### config.mk
export PLATFORM = sky130hd
export DESIGN_NAME = ireg_frontend
export DESIGN_NICKNAME = d
export VERILOG_FILES = /design/src/rtl/ireg_frontend.sv
export SDC_FILE = /design/constraint.sdc
export NUM_CORES = 1
export LEC_CHECK = 0
export BUFFER_PORTS_ARGS = -buffer_cell sky130_fd_sc_hd__buf_4
export CORE_MARGIN = 4
export CORE_UTILIZATION = 50
export CTS_BUF_LIST = sky130_fd_sc_hd__clkbuf_8 sky130_fd_sc_hd__clkbuf_16
export DETAILED_ROUTE_END_ITERATION = 7
export PLACE_DENSITY = 0.66
export REMOVE_ABC_BUFFERS = 1
export SKIP_CTS_REPAIR_TIMING = 1
export SLEW_MARGIN = 20
export SYNTH_ARGS = -nofsm -noshare
export SYNTH_HDL_FRONTEND = slang
export SYNTH_SLANG_ARGS = --single-unit
### constraint.sdc
create_clock -name clk -period 7.8 [get_ports clk]
set_clock_uncertainty 0.2 [all_clocks]
set_input_delay 1.17 -clock clk [delete_from_list [all_inputs] [get_ports clk]]
set_output_delay 1.17 -clock clk [all_outputs]
set_load 0.01 [all_outputs]
### src/rtl/ireg_frontend.sv
module ireg_frontend #(
  parameter int NREGS = 32
) (
  input  logic       clk,
  input  logic       rst_n,
  input  logic       bus_sel,
  input  logic       bus_wr,
  input  logic [2:0] bus_off,
  input  logic [7:0] bus_wdata,
  output logic [7:0] bus_rdata,
  input  logic       target_present,
  input  logic       dir_out,
  output logic       irq,
  output logic       xfer_err
);
  localparam int PTR_W = $clog2(NREGS);
  localparam int CNT_W = 24;
  localparam logic [PTR_W-1:0] I_CTRL   = PTR_W'(1);
  localparam logic [PTR_W-1:0] I_CSR    = PTR_W'(7);
  localparam logic [PTR_W-1:0] I_CMD    = PTR_W'(8);
  localparam logic [PTR_W-1:0] I_DATA   = PTR_W'(9);
  localparam int I_CNT_HI = 12;
  localparam int I_CNT_MD = 13;
  localparam int I_CNT_LO = 14;
  localparam int CLR_BIT = 3;
  localparam logic [6:0] C_RESET = 7'h00;
  localparam logic [6:0] C_SELA  = 7'h06;
  localparam logic [6:0] C_XFER  = 7'h20;
  localparam logic [2:0] PH_OUT = 3'd0;
  localparam logic [2:0] PH_IN  = 3'd1;
  localparam logic [2:0] PH_CMD = 3'd2;
  localparam logic [7:0] S_RESET = 8'h01;
  localparam logic [7:0] S_SELTO = 8'h42;
  localparam logic [7:0] S_PHREQ = 8'h88;
  localparam logic [7:0] S_XDONE = 8'h18;

  logic [7:0]       regs [NREGS];
  logic [PTR_W-1:0] ptr;
  logic             pend, err;
  logic [CNT_W-1:0] cnt, idx;

  wire acc_addr = bus_sel && (bus_off == 3'd3);
  wire acc_val  = bus_sel && (bus_off == 3'd7);
  wire wr_val   = acc_val && bus_wr;
  wire rd_val   = acc_val && !bus_wr;
  wire xfer_on  = (regs[I_CMD][6:0] == C_XFER);
  wire data_ok  = xfer_on && (idx < cnt);
  wire last     = (idx + CNT_W'(1)) == cnt;

  assign irq      = pend;
  assign xfer_err = err;

  always_comb begin
    if (acc_addr && !bus_wr)
      bus_rdata = {pend, 6'b0, 1'b1};
    else if (rd_val)
      bus_rdata = regs[ptr];
    else
      bus_rdata = 8'h00;
  end

  always_ff @(posedge clk) begin
    if (!rst_n) begin
      for (int i = 0; i < NREGS; i++) regs[i] <= 8'h00;
      ptr  <= '0;
      pend <= 1'b0;
      err  <= 1'b0;
      cnt  <= '0;
      idx  <= '0;
    end else begin
      if (acc_addr && bus_wr)
        ptr <= bus_wdata[PTR_W-1:0];
      if (rd_val && ptr == I_CSR)
        pend <= 1'b0;
      if (wr_val) begin
        regs[ptr] <= bus_wdata;
        ptr <= ptr + PTR_W'(1);
        if (ptr == I_CTRL && bus_wdata[CLR_BIT])
          pend <= 1'b0;
        if (ptr == I_CMD) begin
          case (bus_wdata[6:0])
            C_RESET: begin
              pend <= 1'b1;
              regs[I_CSR] <= S_RESET;
            end
            C_SELA: begin
              pend <= 1'b1;
              regs[I_CSR] <= target_present ? (S_PHREQ | {5'b0, PH_CMD}) : S_SELTO;
            end
            C_XFER: begin
              cnt  <= {regs[I_CNT_HI], regs[I_CNT_MD], regs[I_CNT_LO]};
              idx  <= '0;
              pend <= 1'b0;
            end
            default: ;
          endcase
        end
        if (ptr == I_DATA) begin
          if (data_ok) begin
            idx <= idx + CNT_W'(1);
            if (last) begin
              pend <= 1'b1;
              regs[I_CSR] <= S_XDONE | {5'b0, dir_out ? PH_OUT : PH_IN};
            end
          end else begin
            err <= 1'b1;
          end
        end
      end
    end
  end

  a_r3_status_ready: assert property (@(posedge clk) disable iff (!rst_n)
    (acc_addr && !bus_wr) |-> (bus_rdata[0] && bus_rdata[7] == irq));
  a_r4_ptr_step: assert property (@(posedge clk) disable iff (!rst_n)
    wr_val |=> ptr == $past(ptr) + PTR_W'(1));
  a_r4_read_holds: assert property (@(posedge clk) disable iff (!rst_n)
    rd_val |=> $stable(ptr));
  a_r5_csr_read_clears: assert property (@(posedge clk) disable iff (!rst_n)
    (rd_val && ptr == I_CSR) |=> !irq);
  a_r6_reset_cmd: assert property (@(posedge clk) disable iff (!rst_n)
    (wr_val && ptr == I_CMD && bus_wdata[6:0] == C_RESET) |=> (irq && regs[I_CSR] == S_RESET));
  a_r10_err_sticky: assert property (@(posedge clk) disable iff (!rst_n)
    xfer_err |=> xfer_err);
  a_r10_no_overrun: assert property (@(posedge clk) disable iff (!rst_n)
    (idx <= cnt) || !xfer_on);
endmodule

# After elaboration in Yosys (flattened, before gate mapping)
# Memories as Yosys holds them, arrays and structs flattened. A register that Yosys moved wholly into a read port is not among the register bits.
# Cells that the tools add are included.
# word_totals
ff_bits	31
ramBits	256
in_bits	17
output_inout_bits	10
elab_cells	87
memories	1
# classes
n_addsub	2
order_cmp	1
n_eq_ne	10
n_mux	46
bitwise	4
reduce_logical	19
# memory_table
memory	words	width	rd	rd_ports_with_merged_regs	wr	line_no	rtl
regs	32	8	5	4	32	37	logic [7:0] regs [NREGS];
# op_table
op	n
$mux 24	4
$mux 8	7
$mux 1	29
$mux 5	5
$add 24x1->24 const B	1
$eq 24x24->1	1
$lt 24x24->1	1
$eq 7x6->1 const B	2
$eq 5x4->1 const B	2
$logic_and 1x1->1	9
$reduce_or 8->1	1
$eq 7x3->1 const B	1
$logic_not 7->1	1
$reduce_and 3->1	2
$add 5x1->5 const B	1
$eq 5x1->1 const B	1
$eq 5x3->1 const B	1
$logic_not 1->1	4
$eq 3x2->1 const B	1
$eq 3x3->1 const B	1
$or 1x1->1	3
$pmux 1 s2	1
$reduce_bool 2->1	1
$reduce_or 2->1	1
$not 1->1	1

# Logic depth before layout (Yosys ltp)
# logic_depth
ltp_word	12
depth_mapped	10
mapped_depth_nobuf	9

# Worst setup path before layout
# OpenSTA, ideal clock, no wires.
# synth_timing
kind	reg2out
startpoint	register (tool-made name)
endpoint	output bus_rdata[1]
arrival_time_ns	2.453
required_ns	6.430
setup_slack_ns	3.977
path_stages_with_launch	8
path_buffers	3
cell_sequence	dfxtp_1 clkbuf_1 clkbuf_1 clkbuf_1 mux4_2 mux4_2 mux2i_1 nor2_1
# synth_rtl
item	line_no	rtl
end, declared	10	output logic [7:0] bus_rdata,

==> results_dict.tcl <==
set metrics [dict create \
    crit_type "reg2out" \
    grt_overflow 0 \
    slowest_delay_ns 0.72 \
    first_pass_iters 5 \
    avgRoutedWirePerCell_um 23.7 \
    rrSetupSlack_ns 3.55 \
    avgSynthCellArea_um2 12.3 \
    clock-sinks 316 \
    synth-simple-area-share_pct 18.0 \
    grtUsageTotal_pct 23.3 \
    nets 1322 \
    antennaDiodeCount 0 \
    cpMaxStageDelayCell "dfxtp_4" \
    fp.dieW_um 186 \
    place_area_mm2 0.0164 \
    dr_wl_met2_mm 18.1 \
    hpwl_mm 27.4 \
    synthCells 1294 \
    path_max_fanout 35 \
    drt_iter0_drc 1019 \
    core_mm2 0.0315 \
    detail-route-antenna-nets 0 \
    synth_edf_count 256 \
    fin_crit_ns 4.98 \
    crit_buf_inv 2 \
    rr_worst_depth 8 \
    arrival_ns 3.61 \
    highest_layer "met4" \
    max_freq_mhz 201 \
    vias 10489 \
    rows 65 \
    synthToLayoutAreaGrowth_pct 10.2 \
    htree_levels 2 \
    tns_ns 0 \
    grt_start_max_net_pins 45 \
    wl_met3_mm 3.26 \
    dpl_worst_slack_ns 3.09 \
    start_util_pct 50.6 \
    layout_worst_path_cycle_share_pct 63.8 \
    synth_area_mm2 0.0159 \
    dp.cells 1641 \
    report.final.setup_viol 0 \
    grt_first_pass_wirelength_mm 62.7 \
    yosys_warnings 0 \
    route.detailed.drc 0 \
    synthMuxAreaShare_pct 12.3 \
    final_cells 1705 \
    clk_pin_slew_ns 0.06 \
    root_buffer "clkbuf_16" \
    clock_latency_ns 0.53 \
    hold_depth 2 \
    leakage_nw 6.08 \
    status "finished clean" \
    clockBufferDepth 3 \
    setup_ws_ns 2.82 \
    cap_viol_max_count 0 \
    hold_violations 0 \
    cts_buffers 35 \
    path_cells "buf_4, mux4_2, mux4_2, mux2i_1, a211oi_1, buf_4" \
    maxSlewViolCount 0 \
    reg2reg_to "regs[7][5]" \
    power.total_mw 3.75 \
    async_flop_share_pct 0 \
    wl_mm 40.4 \
    r2r_start "idx[1]" \
    rsz0062_at_grt "no" \
    yosysSeqAreaShare_pct 55.8 \
    antenna_found_initial 0 \
    layout_commonest_cell "edfxtp_1" \
    path_delay_family "multiplexers" \
    die_y_um 186 \
    ioPinCount 27 \
    startpoint_type "flop" \
    holdWs_ns 0.272 \
    ys_ff_latch 316 \
    grt_pass1_vias 10038 \
    hp-class "reg2reg" \
    cts_tree "yes" \
    stdcell_area_mm2 0.0175 \
    holdPathEnd "cnt[0]" \
    synth-compound-area-share_pct 6.94 \
    worstMarginPinSlew_ns 1.11 \
    synth-xor-area-share_pct 1.54 \
    die-area_mm2 0.0348 \
    final_core_utilization_pct 55.8 \
    synth_top_family_by_area "simple AND/OR/NAND/NOR gates" \
    ys_types 66 \
    synth_fa_ha_area_share_pct 2.28 \
    layout_common_cells "edfxtp_1, and2_1, nand2_1, mux4_2, nor2_1" \
    placement.io_buffers 26 \
    required_ns 6.43 \
    hp-start "cnt[0]" \
    drive_gt1_share_pct 14.5 \
    maxSlewHeadroom_pct 25.9 \
    p_per_area_mw_per_mm2 214 \
    wl_met1_mm 17.9 \
    vdd_drop_max_uv 188 \
    synthFlopType "edfxtp_1" \
    cp-end-kind "output port" \
    place_congestion 0.882 \
    viasPerCell 6.15 \
]
[synthesized netlist by cell type (5+ instances only)]
library cell  number  share of area [%]
edfxtp_1         256                 48
and2_1           216                8.5
nand2_1           96                2.3
mux4_2            80                 11
clkbuf_1          70                1.7
nor2_1            62                1.5
dfxtp_1           60                7.5
o21ai_0           53                1.7
a21oi_1           52                1.6
nor3_1            51                1.6
inv_1             35               0.83
ha_1              29                2.3
nand3_1           22               0.69
a31oi_1           20               0.79
xnor2_1           17               0.94
buf_2             12               0.38
mux2i_1           12               0.75
buf_1             11               0.26
xor2_1            11               0.61
nor4_1             9               0.35
a22oi_1            8               0.38
nand4_1            8               0.31
and3_1             7               0.28
nor2b_1            7               0.28
nand3b_1           6               0.28
a211oi_1           5               0.24
nand2b_1           5               0.20
o211ai_1           5               0.24
[worst reg2reg max path, cell delays in order (launching register included)]
cell      delay [ns]
dfxtp_1         0.47
ha_1            0.37
nand4_1         0.36
nor4_4          0.58
nand3_1         0.22
xnor2_1         0.21
nor4_1          0.71
nand3_2         0.34
nand4b_1        0.44
[layout make-up]
cell class                 count  area [µm²]
clock buffer                  36         901
clock inverter                28         280
fill                        2573       13900
inverter                      36         135
multi-input combinational    849        6550
sequential                   316        8900
tap                          402         503
timing repair buffer          38         285
[per-layer routing]
| layer | up-vias | GRT usage (%) |
|---|---|---|
| li1 | 4754 | - |
| met1 | 5211 | 36.0 |
| met2 | 453 | 35.1 |
| met3 | 71 | 3.33 |
| met4 | 0 | 6.11 |
| met5 | - | 0 |
[power breakdown]
part           switching (mW)  total [mW]  internal (mW)
Combinational           0.102       0.159         0.0574
Sequential             0.0302        1.89           1.86
Clock                   0.687        1.70           1.01
Total                   0.819        3.75           2.93
[sequential cells by signal, summed over array words and instances, names as in the netlist, named ones only]
name / flops
regs: 256
xfer_err: 1
idx: 24
ptr: 5
cnt: 24
irq: 1
[worst max-delay path by stage]
stage                start            to  slack (ns)  cells after the start
floorplan             flop  bus_rdata[7]        2.47                      4
global placement    bus_wr    regs[7][2]        3.24                      8
detailed placement  bus_wr    regs[7][5]        3.09                      8
CTS                   flop  bus_rdata[7]        2.81                      6
global route          flop  bus_rdata[7]        2.63                      6
finish                flop  bus_rdata[7]        2.82                      6
[kinds of logic after synthesis]
logic type      count (synthesis)
xor+xnor                       28
simple gates                  517
fa+ha+maj                      29
mux                            95
flops                         316
compound gates                180
buf+inv                       129
No activity file was read; power rests on OpenSTA's default activity.
